**src/rtl/brr_pkg.sv**
```systemverilog
package brr_pkg;

    parameter int ADDR_W = 16;
    parameter int INFO_W = 4;
    parameter int SEL_W  = 10;
    parameter int RING_W = 2;

    localparam int RING0_BIT = 0;
    localparam int RINGN_BIT = 1;
    localparam int CLS_BASE  = 2;
    localparam int NUM_CLS   = 7;
    localparam int CS_BIT    = 9;

    typedef enum logic [2:0] {
        BR_COND  = 3'd0,
        BR_RCALL = 3'd1,
        BR_ICALL = 3'd2,
        BR_NRET  = 3'd3,
        BR_IJMP  = 3'd4,
        BR_RJMP  = 3'd5,
        BR_FAR   = 3'd6,
        BR_RSVD  = 3'd7
    } br_cls_e;

    typedef struct packed {
        logic [ADDR_W-1:0] src;
        logic [ADDR_W-1:0] dst;
        logic [INFO_W-1:0] info;
    } br_rec_t;

    // Suppress-mode decode: returns 1 when the select value blocks the event.
    function automatic logic sel_blocks(input logic [SEL_W-1:0] sel,
                                        input br_cls_e cls,
                                        input logic [RING_W-1:0] ring);
        logic [NUM_CLS-1:0] cmask;
        logic hit;
        cmask = sel[CLS_BASE +: NUM_CLS];
        hit = (ring == '0) ? sel[RING0_BIT] : sel[RINGN_BIT];
        if (cls == BR_RSVD)
            hit = 1'b1;
        else
            hit = hit | cmask[cls];
        return hit;
    endfunction

    function automatic logic is_call(input br_cls_e cls);
        return (cls == BR_RCALL) || (cls == BR_ICALL);
    endfunction

endpackage

```
**src/rtl/brr_filter.sv**
```systemverilog
module brr_filter
    import brr_pkg::*;
(
    input  logic [SEL_W-1:0]  sel_q,
    input  logic              ev_valid,
    input  br_cls_e           ev_cls,
    input  logic [RING_W-1:0] ev_ring,
    input  logic              rec_en,
    input  logic              frozen,
    input  logic              hold,
    output logic              push,
    output logic              pop
);
    logic accept;
    logic cs_mode;

    always_comb begin
        cs_mode = sel_q[CS_BIT];
        accept  = ev_valid && rec_en && !frozen && !hold
                  && !sel_blocks(sel_q, ev_cls, ev_ring);
        if (cs_mode) begin
            push = accept && is_call(ev_cls);
            pop  = accept && (ev_cls == BR_NRET);
        end else begin
            push = accept;
            pop  = 1'b0;
        end
    end
endmodule

```
**src/rtl/brr_freeze.sv**
```systemverilog
module brr_freeze (
    input  logic clk,
    input  logic rst,
    input  logic arm,
    input  logic pmi,
    input  logic clr,
    output logic frozen
);
    always_ff @(posedge clk) begin
        if (rst)
            frozen <= 1'b0;
        else if (arm && pmi)
            frozen <= 1'b1;
        else if (clr)
            frozen <= 1'b0;
    end
endmodule

```
**src/rtl/brr_tos.sv**
```systemverilog
module brr_tos #(
    parameter int DEPTH = 8,
    localparam int IDXW = $clog2(DEPTH)
) (
    input  logic            clk,
    input  logic            rst,
    input  logic            load,
    input  logic [IDXW-1:0] load_val,
    input  logic            push,
    input  logic            pop,
    output logic [IDXW-1:0] tos_q,
    output logic [IDXW-1:0] wr_idx
);
    assign wr_idx = tos_q + 1'b1;

    always_ff @(posedge clk) begin
        if (rst)
            tos_q <= '0;
        else if (load)
            tos_q <= load_val;
        else if (push)
            tos_q <= tos_q + 1'b1;
        else if (pop)
            tos_q <= tos_q - 1'b1;
    end
endmodule

```
**src/rtl/brr_store.sv**
```systemverilog
module brr_store
    import brr_pkg::*;
#(
    parameter int DEPTH = 8,
    localparam int IDXW = $clog2(DEPTH)
) (
    input  logic            clk,
    input  logic            rst,
    input  logic            wipe,
    input  logic            we,
    input  logic [IDXW-1:0] widx,
    input  br_rec_t         wrec,
    input  logic [IDXW-1:0] ridx,
    output br_rec_t         rrec
);
    br_rec_t rows [DEPTH];

    for (genvar e = 0; e < DEPTH; e++) begin : g_ent
        br_rec_t q;
        always_ff @(posedge clk) begin
            if (rst || wipe)
                q <= '0;
            else if (we && (widx == IDXW'(e)))
                q <= wrec;
        end
        assign rows[e] = q;
    end

    assign rrec = rows[ridx];
endmodule

```
**src/rtl/brr_ring.sv**
```systemverilog
module brr_ring
    import brr_pkg::*;
#(
    parameter int DEPTH = 8,
    localparam int IDXW = $clog2(DEPTH)
) (
    input  logic              clk,
    input  logic              rst,
    input  logic              ev_valid,
    input  logic [2:0]        ev_cls,
    input  logic [RING_W-1:0] ev_ring,
    input  logic [ADDR_W-1:0] ev_src,
    input  logic [ADDR_W-1:0] ev_dst,
    input  logic [INFO_W-1:0] ev_info,
    input  logic              sel_wr,
    input  logic [SEL_W-1:0]  sel_wdata,
    input  logic              rec_en,
    input  logic              frz_on_irq,
    input  logic              pmi,
    input  logic              frz_clr,
    output logic              frozen,
    input  logic              wipe,
    input  logic              tos_wr,
    input  logic [IDXW-1:0]   tos_wdata,
    output logic [IDXW-1:0]   tos_q,
    input  logic [IDXW-1:0]   rd_age,
    output logic [ADDR_W-1:0] rd_src,
    output logic [ADDR_W-1:0] rd_dst,
    output logic [INFO_W-1:0] rd_info
);
    if (!(DEPTH == 4 || DEPTH == 8 || DEPTH == 16 || DEPTH == 32)) begin : g_bad_depth
        $error("brr_ring: DEPTH must be 4, 8, 16 or 32");
    end

    logic [SEL_W-1:0] sel_q;
    logic             push;
    logic             pop;
    logic             hold;
    logic [IDXW-1:0]  wr_idx;
    logic [IDXW-1:0]  rd_idx;
    br_rec_t          new_rec;
    br_rec_t          rd_rec;

    always_ff @(posedge clk) begin
        if (rst)
            sel_q <= '0;
        else if (sel_wr)
            sel_q <= sel_wdata;
    end

    assign hold    = wipe || tos_wr;
    assign new_rec = '{src: ev_src, dst: ev_dst, info: ev_info};
    assign rd_idx  = tos_q - rd_age;

    brr_filter u_flt (
        .sel_q    (sel_q),
        .ev_valid (ev_valid),
        .ev_cls   (br_cls_e'(ev_cls)),
        .ev_ring  (ev_ring),
        .rec_en   (rec_en),
        .frozen   (frozen),
        .hold     (hold),
        .push     (push),
        .pop      (pop)
    );

    brr_freeze u_frz (
        .clk    (clk),
        .rst    (rst),
        .arm    (frz_on_irq && !sel_q[CS_BIT]),
        .pmi    (pmi),
        .clr    (frz_clr),
        .frozen (frozen)
    );

    brr_tos #(.DEPTH(DEPTH)) u_tos (
        .clk      (clk),
        .rst      (rst),
        .load     (tos_wr),
        .load_val (tos_wdata),
        .push     (push),
        .pop      (pop),
        .tos_q    (tos_q),
        .wr_idx   (wr_idx)
    );

    brr_store #(.DEPTH(DEPTH)) u_st (
        .clk  (clk),
        .rst  (rst),
        .wipe (wipe),
        .we   (push),
        .widx (wr_idx),
        .wrec (new_rec),
        .ridx (rd_idx),
        .rrec (rd_rec)
    );

    assign rd_src  = rd_rec.src;
    assign rd_dst  = rd_rec.dst;
    assign rd_info = rd_rec.info;
endmodule

```
**config.mk**
```make
export PLATFORM = sky130hd
export DESIGN_NAME = brr_ring
export DESIGN_NICKNAME = d
export VERILOG_FILES = /design/src/rtl/brr_pkg.sv /design/src/rtl/brr_filter.sv /design/src/rtl/brr_freeze.sv /design/src/rtl/brr_tos.sv /design/src/rtl/brr_store.sv /design/src/rtl/brr_ring.sv
export SDC_FILE = /design/constraint.sdc
export NUM_CORES = 1
export LEC_CHECK = 0
export ABC_AREA = 1
export ABC_CLOCK_PERIOD_IN_PS = 3100
export CAP_MARGIN = 5
export CORE_ASPECT_RATIO = 1.2
export CORE_MARGIN = 8
export CORE_UTILIZATION = 45
export CTS_BUF_LIST = sky130_fd_sc_hd__clkbuf_4 sky130_fd_sc_hd__clkbuf_8 sky130_fd_sc_hd__clkbuf_16
export DETAILED_ROUTE_END_ITERATION = 8
export PLACE_DENSITY = 0.72
export SETUP_SLACK_MARGIN = 0.05
export SLEW_MARGIN = 10
export SYNTH_ARGS = -nofsm -noshare
export SYNTH_HDL_FRONTEND = slang
export SYNTH_SLANG_ARGS = --single-unit
```
**constraint.sdc**
```tcl
create_clock -name clk -period 3.1 [get_ports clk]
set_clock_uncertainty 0.15 [all_clocks]
set_input_delay 0.31 -clock clk [delete_from_list [all_inputs] [get_ports clk]]
set_output_delay 0.31 -clock clk [all_outputs]
set_load 0.01 [all_outputs]
```
# Yosys cells after proc, flatten, opt, wreduce, memory -nomap -nowiden

Cells that the tools add are included.

Output and inout port bits: 40
Memories kept: 0
Bits in read-only memories: 0
Input bits: 67
Bits in writable memories: 0
Word-level logic and storage cells: 86
Latch bits: 0
Flip-flop bits (word level): 302

Shift-type cells: 0
Mux-type cells: 14
Bitwise logic cells: 2
Multiply operators: 0
Div/mod/pow operators: 0
Magnitude comparators: 2
Reduce and logical (&&, ||, !) cells: 27
$add $sub $neg: 3
Equal/unequal tests: 11

Operators with widths:

| cell                                                                          | count |
|---|---|
| 36-bit binary-select mux with 3-bit select                                    | 1 |
| 36-bit 2-to-1 mux                                                             | 2 |
| 1-bit logical AND                                                             | 16 |
| 3-bit == test (second input constant)                                         | 5 |
| 3-bit by 2-bit == test with 1-bit output (second input constant)              | 4 |
| 3-bit 2-to-1 mux                                                              | 3 |
| 1-bit 2-to-1 mux                                                              | 7 |
| 3-bit by 1-bit == test with 1-bit output (second input constant)              | 2 |
| 4-bit greater-or-equal comparator (second input constant)                     | 1 |
| 1-bit zero test                                                               | 4 |
| 3-bit by 4-bit less-than comparator with 1-bit output (second input constant) | 1 |
| 3-bit inverter with 4-bit output                                              | 1 |
| 3-bit by 1-bit adder with 3-bit output (second input constant)                | 1 |
| 1-bit binary-select mux with 3-bit select                                     | 1 |
| 3-bit zero test                                                               | 1 |
| 1-bit logical OR                                                              | 3 |
| 3-bit nonzero test                                                            | 1 |
| 3-bit by 1-bit subtractor with 3-bit output (second input constant)           | 1 |
| 3-bit subtractor                                                              | 1 |
| 2-bit zero test                                                               | 1 |
| 2-bit nonzero test                                                            | 1 |
| 1-bit OR                                                                      | 1 |

# Longest topological paths before layout

Gate-level depths: netlist (run 1).

Word-level depth: 11
Gate-level depth with buffers: 14
Gate-level depth less buffers: 11

# Cells and area by module

A second synthesis (run 1) with hierarchy kept.

Cell total of the unflattened synthesis: 2,355
Area total of the unflattened synthesis: 14,577.7 sq um

Modules (own cells, without submodules):

| module     | seq. area each (sq um) | times used | cells an instance | area each (sq um) |
|---|---|---|---|---|
| brr_store  | 5,765.5                | 1          | 2,215             | 13,703.1 |
| brr_ring   | 200.2                  | 1          | 61                | 441.7 |
| brr_tos    | 60.1                   | 1          | 38                | 240.2 |
| brr_filter | 0.0                    | 1          | 36                | 152.6 |
| brr_freeze | 20.0                   | 1          | 5                 | 40.0 |

# Least setup slack after synthesis (run 1)

Ideal clock, no wire load.

Path type: register to output
Start point: register u_tos.tos_q[0]
End point: output rd_dst[10]
Buffers on the path: 3
Path slack: 0.280 ns
Required time: 2.640 ns
Arrival time: 2.360 ns
Stages on the path, launching flop included: 10
Cells stage by stage: dfxtp_1 > inv_1 > ha_1 > inv_1 > fa_1 > clkbuf_1 > clkbuf_1 > clkbuf_1 > o211ai_1 > a31oi_1

Longest elaborated chain between the ends: 5

Ends and longest elaborated chain:

| element                                                | line            | source |
|---|---|---|
| start, declared                                        | brr_tos.sv:11   | `output logic [IDXW-1:0] tos_q,` |
| start signal, assigned                                 | brr_tos.sv:20   | `tos_q <= load_val;` |
| start signal, assigned                                 | brr_tos.sv:22   | `tos_q <= tos_q + 1'b1;` |
| start signal, assigned                                 | brr_tos.sv:24   | `tos_q <= tos_q - 1'b1;` |
| 3-bit subtractor                                       | brr_ring.sv:53  | `assign rd_idx = tos_q - rd_age;` |
| 3-bit inverter with 4-bit output (implied by the code) | brr_store.sv:29 | `assign rrec = rows[ridx];` |
| 36-bit binary-select mux with 3-bit select             | brr_store.sv:29 |  |
| 36-bit 2-to-1 mux (implied by the code) (2 in a row)   | brr_store.sv:29 |  |
| end, declared                                          | brr_ring.sv:28  | `output logic [ADDR_W-1:0] rd_dst,` |

No other way between the ends. The select of a mux whose other input is x is not followed.

# Worst setup path in the final report (run 1)

Start point: register u_tos.tos_q[0]
End point: output rd_info[0]

Longest elaborated chain between the ends: 5

Ends and longest elaborated chain:

| element                                                | line            | source |
|---|---|---|
| 3-bit subtractor                                       | brr_ring.sv:53  |  |
| 3-bit inverter with 4-bit output (implied by the code) | brr_store.sv:29 |  |
| 36-bit binary-select mux with 3-bit select             | brr_store.sv:29 |  |
| 36-bit 2-to-1 mux (implied by the code) (2 in a row)   | brr_store.sv:29 |  |
| end, declared                                          | brr_ring.sv:29  | `output logic [INFO_W-1:0] rd_info` |

No other way between the ends. The select of a mux whose other input is x is not followed.

==> flow_summary_export.csv, run 1 <==
group,metric,value,unit
synthesis,ys_top_cells_by_area,"dfxtp_1 (42%), nand2_1 (13%), nor2_1 (11%)",
synthesis,synth_area,14300,µm²
global_route,grt_usage,0.221,
timing,post-route-period-util,1.11,
place,dpl_cell_area,15900,µm²
timing,fmax,292,MHz
cts,root_buffer,"clkbuf_16",
routing,via_per_inst,5.31,
routing,dr.pass1.iters,6,
worst_setup_path,worst_path_largest_cell_delay,0.78,ns
cts,cts_inserted_buffers,31,
synthesis,synth-seq-cells,302,
finish,final_cell_area,17600,µm²
floorplan,die_y,211,µm
global_route,grt_pass1_wl,68600,µm
floorplan,die_w,179,µm
synthesis,yosys.area.top_type,"dfxtp_1",
finish,fin_nets,2295,
synthesis,synth_cell_type_count,32,
cts,cts_tree,"built",
synthesis,ys.flop_type,"dfxtp_1",
finish,final_cell_mix,"nand2_1 (493), nor2_1 (412), dfxtp_1 (301)",
finish,area_growth,22.7,%
cts,clk_latency,0.57,ns
worst_setup_path,cp_cell_sequence,"inv_2, ha_4, inv_2, fa_4, buf_12, buf_4, buf_16, o211ai_1, nand2_1, nor2_1, a31oi_2, buf_2",
synthesis,syn_area_per_cell,6.61,µm²
timing,report.final.slew_viol_count,0,
timing,rsz0062_at_grt,"true",
routing,wl_per_cell,16.1,µm
timing,postLayoutSetupSlackWorst,-0.327,ns
synthesis,synthDominantCellAreaShare,0.422,
place,io_buffers,106,
floorplan,dieArea,37800,µm²
finish,drive_gt1_frac,0.114,
status,failed_checks,"setup timing",
timing,final.min_clock_period,3.43,ns
global_route,grt_use_met2,0.390,
cts,path_clk_slew,0.06,ns
cts,cts_max_level,1,
worst_hold_path,hold_path.class,"in2reg",
power,p_per_area,568,nW/µm²
finish,layout_commonest_cell,"nand2_1",
place,dp_hpwl,24200,µm
floorplan,coreArea,31400,µm²
timing,whs,0.161,ns
floorplan,start_util,0.457,
synthesis,ys_seq_area_frac,0.422,
routing,drcViolationCount,0,
global_route,grt_use_met1,0.266,
power,vdd_drop_max,455,µV
worst_setup_path,arrival,2.97,ns
global_route,grt_overflow_total,0,
worst_setup_path,cp-end-kind,"primary output",
worst_setup_path,crit_slowest_cell,"fa_4",
synthesis,synthArstFlopShare,0,
synthesis,syn_nets,2243,
place,place.gp.congestion,0.806,
global_route,grt_max_degree,181,
timing,setup_viol,36,
synthesis,synth_edf_count,0,
cts,hold_buffers,0,
routing,num_vias,14057,
worst_setup_path,crit_fanout,8,
status,outcome,"finished with violations",
timing,worst_slew_pin_slew,0.923,ns
power,power,9990,µW
floorplan,io_pins,107,
synthesis,yosys_warnings,0,
power,p_leak,0.00758,µW
cts,clockBufferDepth,3,
global_route,grt_pass1_vias,13459,
timing,final_hold_viol_count,0,
floorplan,fp-row-count,71,
routing,wirelength,42600,µm
global_route,antenna_found_initial,1,
worst_setup_path,cp_common_cell,"inv_2",
cts,clkSinkCount,302,
worst_setup_path,worstSetupPathType,"reg2out",
synthesis,synth_cells,2168,
run,max-cap-violations,0,
routing,postRouteAntennaNets,0,
global_route,grt_use_met3,0.0292,
timing,relSlewSlack,0.384,
worst_setup_path,cp.required,2.64,ns
global_route,grt.busiest_layer,"met2",
routing,drt-initial-drc-count,1078,
worst_setup_path,startpoint_type,"register",
==> what timing repair did <==
item	CTS	global route
gates cloned	10	2
pin swaps	60	25
gates resized for setup	246	33
setup buffers	16	4
setup endpoints to repair	36	36
==> metrics by stage <==
| step | util | worst slack [ns] | std cells | setup TNS (ns) |
|---|---|---|---|---|
| global route | 0.561 | -0.422 | 2645 | -11.73 |
| global placement | 0.508 | -0.596 | 2557 | -17.97 |
| CTS | 0.556 | -0.327 | 2639 | -9.16 |
| finish | 0.561 | -0.327 | 2645 | -7.94 |
| detailed placement | 0.508 | -0.597 | 2557 | -17.98 |
| floorplan | - | 0.280 | 2168 | 0 |
==> power breakdown <==
group          switching [µW]  internal, µW  total (µW)
Sequential               9.89          3900        3910
Combinational            1240          1050        2290
Clock                    1570          2220        3790
==> cell usage after synthesis (2+ instances only) <==
cell type / count
buf_6: 4
o211ai_1: 72
nor2_2: 3
a31oi_1: 36
nand4_2: 3
ha_1: 7
inv_1: 197
buf_4: 13
a21oi_1: 189
clkbuf_1: 107
clkbuf_2: 3
o21ai_0: 147
nand2_4: 2
buf_1: 4
xor2_1: 2
nor2_4: 4
a21boi_0: 2
nand2_1: 493
nand4_1: 2
buf_2: 52
o21ai_1: 10
nand3_1: 82
dfxtp_1: 302
nor2_1: 415
inv_2: 7
nand3b_1: 4
==> logic make-up after synthesis <==
group | Yosys count | synth area share
buffers and inverters | 387 | 0.112
DFF | 302 | 0.422
adders and majority gates | 8 | 0.00751
AOI/OAI and AO/OA | 456 | 0.175
xor gates and xnor gates | 4 | 0.00297
and+or+nand+nor | 1011 | 0.280
==> layout make-up <==
| class | count | area (µm²) |
|---|---|---|
| Fill cell | 2876 | 13800 |
| Multi-Input combinational cell | 1479 | 6930 |
| Sequential cell | 302 | 6050 |
| Timing Repair Buffer | 202 | 2290 |
| Clock buffer | 43 | 916 |
| Inverter | 204 | 767 |
| Tap cell | 401 | 502 |
| Clock inverter | 13 | 121 |
| Antenna cell | 1 | 2.50 |
==> registers in the layout, indices dropped and copies added, names as in the netlist <==
signal	flops
u_st.g_ent.q	288
sel_q	10
u_tos.tos_q	3
u_frz.frozen	1
==> final timing paths <==
kind                            cells after the start  slack (ns)                  to      startpoint
worst max-delay path                               12       -0.33          rd_info[0]  u_tos.tos_q[0]
worst min-delay path                                3        0.16        u_frz.frozen      frz_on_irq
worst max register to register                     10        0.69  u_st.g_ent[5].q[7]  u_tos.tos_q[1]
worst min register to register                      2        0.31            sel_q[2]        sel_q[2]
==> critical path: cells and delay by family (launching register included) <==
kind,cells,cell delay [ns]
AO/OA/AOI/OAI,2,0.31
buffers and inverters,6,0.73
AND/OR/NAND/NOR,2,0.13
flip-flops,1,0.32
adder cells (fa/ha/maj),2,0.90
==> layer usage <==
metal  vias up  part of all wire
li1       6969                 -
met5         -                 0
met3        78             0.065
met1      6538              0.41
met2       472              0.50
met4         0             0.028
(Power assumes the default switching activity.)
==> run 2, diff against run 1 <==
--- a/config.mk
+++ b/config.mk
@@ -6,8 +6,7 @@
 export NUM_CORES = 1
 export LEC_CHECK = 0
 export ABC_AREA = 1
-export ABC_CLOCK_PERIOD_IN_PS = 3100
-export CAP_MARGIN = 5
+export ABC_CLOCK_PERIOD_IN_PS = 3900
 export CORE_ASPECT_RATIO = 1.2
 export CORE_MARGIN = 8
 export CORE_UTILIZATION = 45
==> constraint.sdc (replaced) <==
create_clock -name clk -period 3.9 [get_ports clk]
set_clock_uncertainty 0.15 [all_clocks]
set_input_delay 0.39 -clock clk [delete_from_list [all_inputs] [get_ports clk]]
set_output_delay 0.39 -clock clk [all_outputs]
set_load 0.01 [all_outputs]
==> run 2 against run 1 <==
Register-to-register slack gained 0.39 ns. Critical endpoint is now rd_dst[14]. Utilization shrank 2.7 points. The run now ends clean. Sequential share of layout area grew 1.7 points. Final cell count shrank 2.3%. Hold slack gained 0.15 ns. Clock power shrank 14%. Setup slack gained 0.52 ns. Count of clock-buffer cells in the layout grew 1. Largest cell class unchanged.
==> flow_summary_export.csv, run 2 (synthesis results as in run 1) <==
group,metric,value,unit
status,outcome,"complete, no violations",
cts,cts_max_level,2,
power,p_per_area,464,nW/µm²
routing,via_per_inst,5.26,
finish,largest_reg_flops,288,
finish,finalNonFillerCells,2583,
routing,dr_wl_met2,20400,µm
timing,fmax,269,MHz
global_route,grt_max_degree,181,
routing,postRouteAntennaNets,0,
worst_setup_path,cp-end-kind,"primary output",
routing,dr.pass1.iters,6,
power,vdd_drop_max,344,µV
timing,post-route-period-util,0.952,
place,placed_cells,2521,
routing,drt-initial-drc-count,1009,
routing,wl_per_cell,15.7,µm
worst_setup_path,worst_path_largest_cell_delay,0.87,ns
worst_setup_path,startpoint_type,"register",
routing,routed-wl-met3,2210,µm
finish,top_regs,"u_st.g_ent.q (288), sel_q (10), u_tos.tos_q (3)",
floorplan,coreArea,31400,µm²
worst_setup_path,cp_cell_sequence,"inv_2, ha_4, inv_1, fa_4, bufbuf_16, a21oi_1, o21ai_0, nand2_1, nor2_1, a31oi_2, dlygate4sd2_1",
floorplan,die_w,179,µm
run,max-cap-violations,0,
global_route,grt_pass1_vias,12849,
floorplan,io_pins,107,
worst_setup_path,crit_buf_inv,4,
cts,cts_tree,"built",
cts,clkSinkCount,302,
cts,cts_inserted_buffers,34,
routing,num_vias,13575,
finish,final_cell_mix,"nand2_1 (493), nor2_1 (414), dfxtp_1 (302)",
worst_setup_path,crit_slowest_cell,"fa_4",
timing,relSlewSlack,0.302,
cts,path_clk_slew,0.06,ns
routing,met1_length,16900,µm
floorplan,dieArea,37800,µm²
global_route,grt_pass1_wl,66000,µm
timing,final.min_clock_period,3.71,ns
global_route,grt_usage,0.212,
worst_hold_path,hold_path.class,"reg2reg",
place,place.gp.congestion,0.763,
worst_setup_path,cp.required,3.36,ns
finish,layout_commonest_cell,"nand2_1",
routing,drcViolationCount,0,
finish,drive_gt1_frac,0.0560,
worst_setup_path,crit_fanout,28,
cts,clk_latency,0.51,ns
worst_setup_path,worstSetupPathType,"reg2out",
cts,clockBufferDepth,3,
finish,fin_nets,2232,
routing,wirelength,40600,µm
place,dp_hpwl,22500,µm
timing,worst_slew_pin_slew,1.05,ns
global_route,grt_overflow_total,0,
power,p_leak,0.00723,µW
finish,fill_cells,3031,
floorplan,die_y,211,µm
timing,whs,0.308,ns
timing,setup_viol,0,
timing,fin_tns_setup,0,ns
routing,dr.max_layer_used,"met5",
floorplan,start_util,0.457,
global_route,antenna_found_initial,3,
finish,area_growth,16.8,%
worst_setup_path,arrival,3.17,ns
worst_setup_path,crit_family,"adder cells",
timing,report.final.slew_viol_count,0,
cts,root_buffer,"clkbuf_16",
timing,final_hold_viol_count,0,
place,io_buffers,106,
timing,rsz0062_at_grt,"true",
floorplan,fp-row-count,71,
finish,regMostFlops,"u_st.g_ent.q",
[run 2: cell count changes in the layout (fill, tap and decap cells not counted), moves of 3 or more]
cell / change
dlymetal6s2s_1: +6
o21ai_0: +45
buf_16: -8
buf_2: -32
a21oi_1: +31
buf_4: -27
clkbuf_8: -3
a21oi_2: -29
buf_8: -3
o21ai_1: -44
buf_6: -12
buf_12: -19
dlygate4sd2_1: +29
[run 2: worst paths after layout]
check	from	end	slack (ns)	cells after the start
max	u_tos.tos_q[0]	rd_dst[14]	0.19	11
min	sel_q[2]	sel_q[2]	0.31	2
max reg2reg	u_frz.frozen	u_st.g_ent[3].q[5]	1.08	9
min reg2reg	sel_q[2]	sel_q[2]	0.31	2
[run 2: what timing repair did]
item / in CTS / in global routing
hold buffers: 0 / 0
gates cloned: 1 / 0
gates resized for setup: 38 / 7
pin swaps: 1 / 0
setup endpoints to repair: 35 / 8
setup buffers: 0 / 0
[run 2: cell type report]
type                    instances  area [µm²]  area share
inverters                     204         767      0.0458
flip-flops and latches        302        6050       0.361
well taps                     401         502      0.0300
clock inverters                15         166     0.00994
multi-input cells            1479        6800       0.406
repair buffers                136        1470      0.0880
diodes                          2        5.00    0.000299
clock buffers                  44         975      0.0582
[run 2: worst register-to-register path: cells and delay by family, from the launching register on]
kind | cells | cell delay (ns)
AND/OR/NAND/NOR | 7 | 1.77
flip-flops | 1 | 0.32
buffers and inverters | 1 | 0.32
AO/OA/AOI/OAI | 1 | 0.09
[run 2: metrics by stage]
| step | total power [µW] | util | setup slack, ns | area (µm²) |
|---|---|---|---|---|
| floorplan | 3950 | - | 1.00 | 14300 |
| global placement | 4600 | 0.495 | 0.0229 | 15500 |
| detailed placement | 4610 | 0.495 | 0.0289 | 15500 |
| CTS | 7820 | 0.533 | 0.0526 | 16700 |
| global route | 8070 | 0.534 | 0.0307 | 16700 |
| finish | 7760 | 0.534 | 0.189 | 16700 |
[run 2: power breakdown]
group,internal (µW),switching [µW]
sequential,3100,8.94
clock,1970,1300
combinational,549,843
total,5620,2150
[run 2: routing by layer]
metal	vias up	track usage
li1	6828	-
met1	6298	0.258
met2	363	0.373
met3	84	0.0296
met4	2	0.0796
met5	-	0
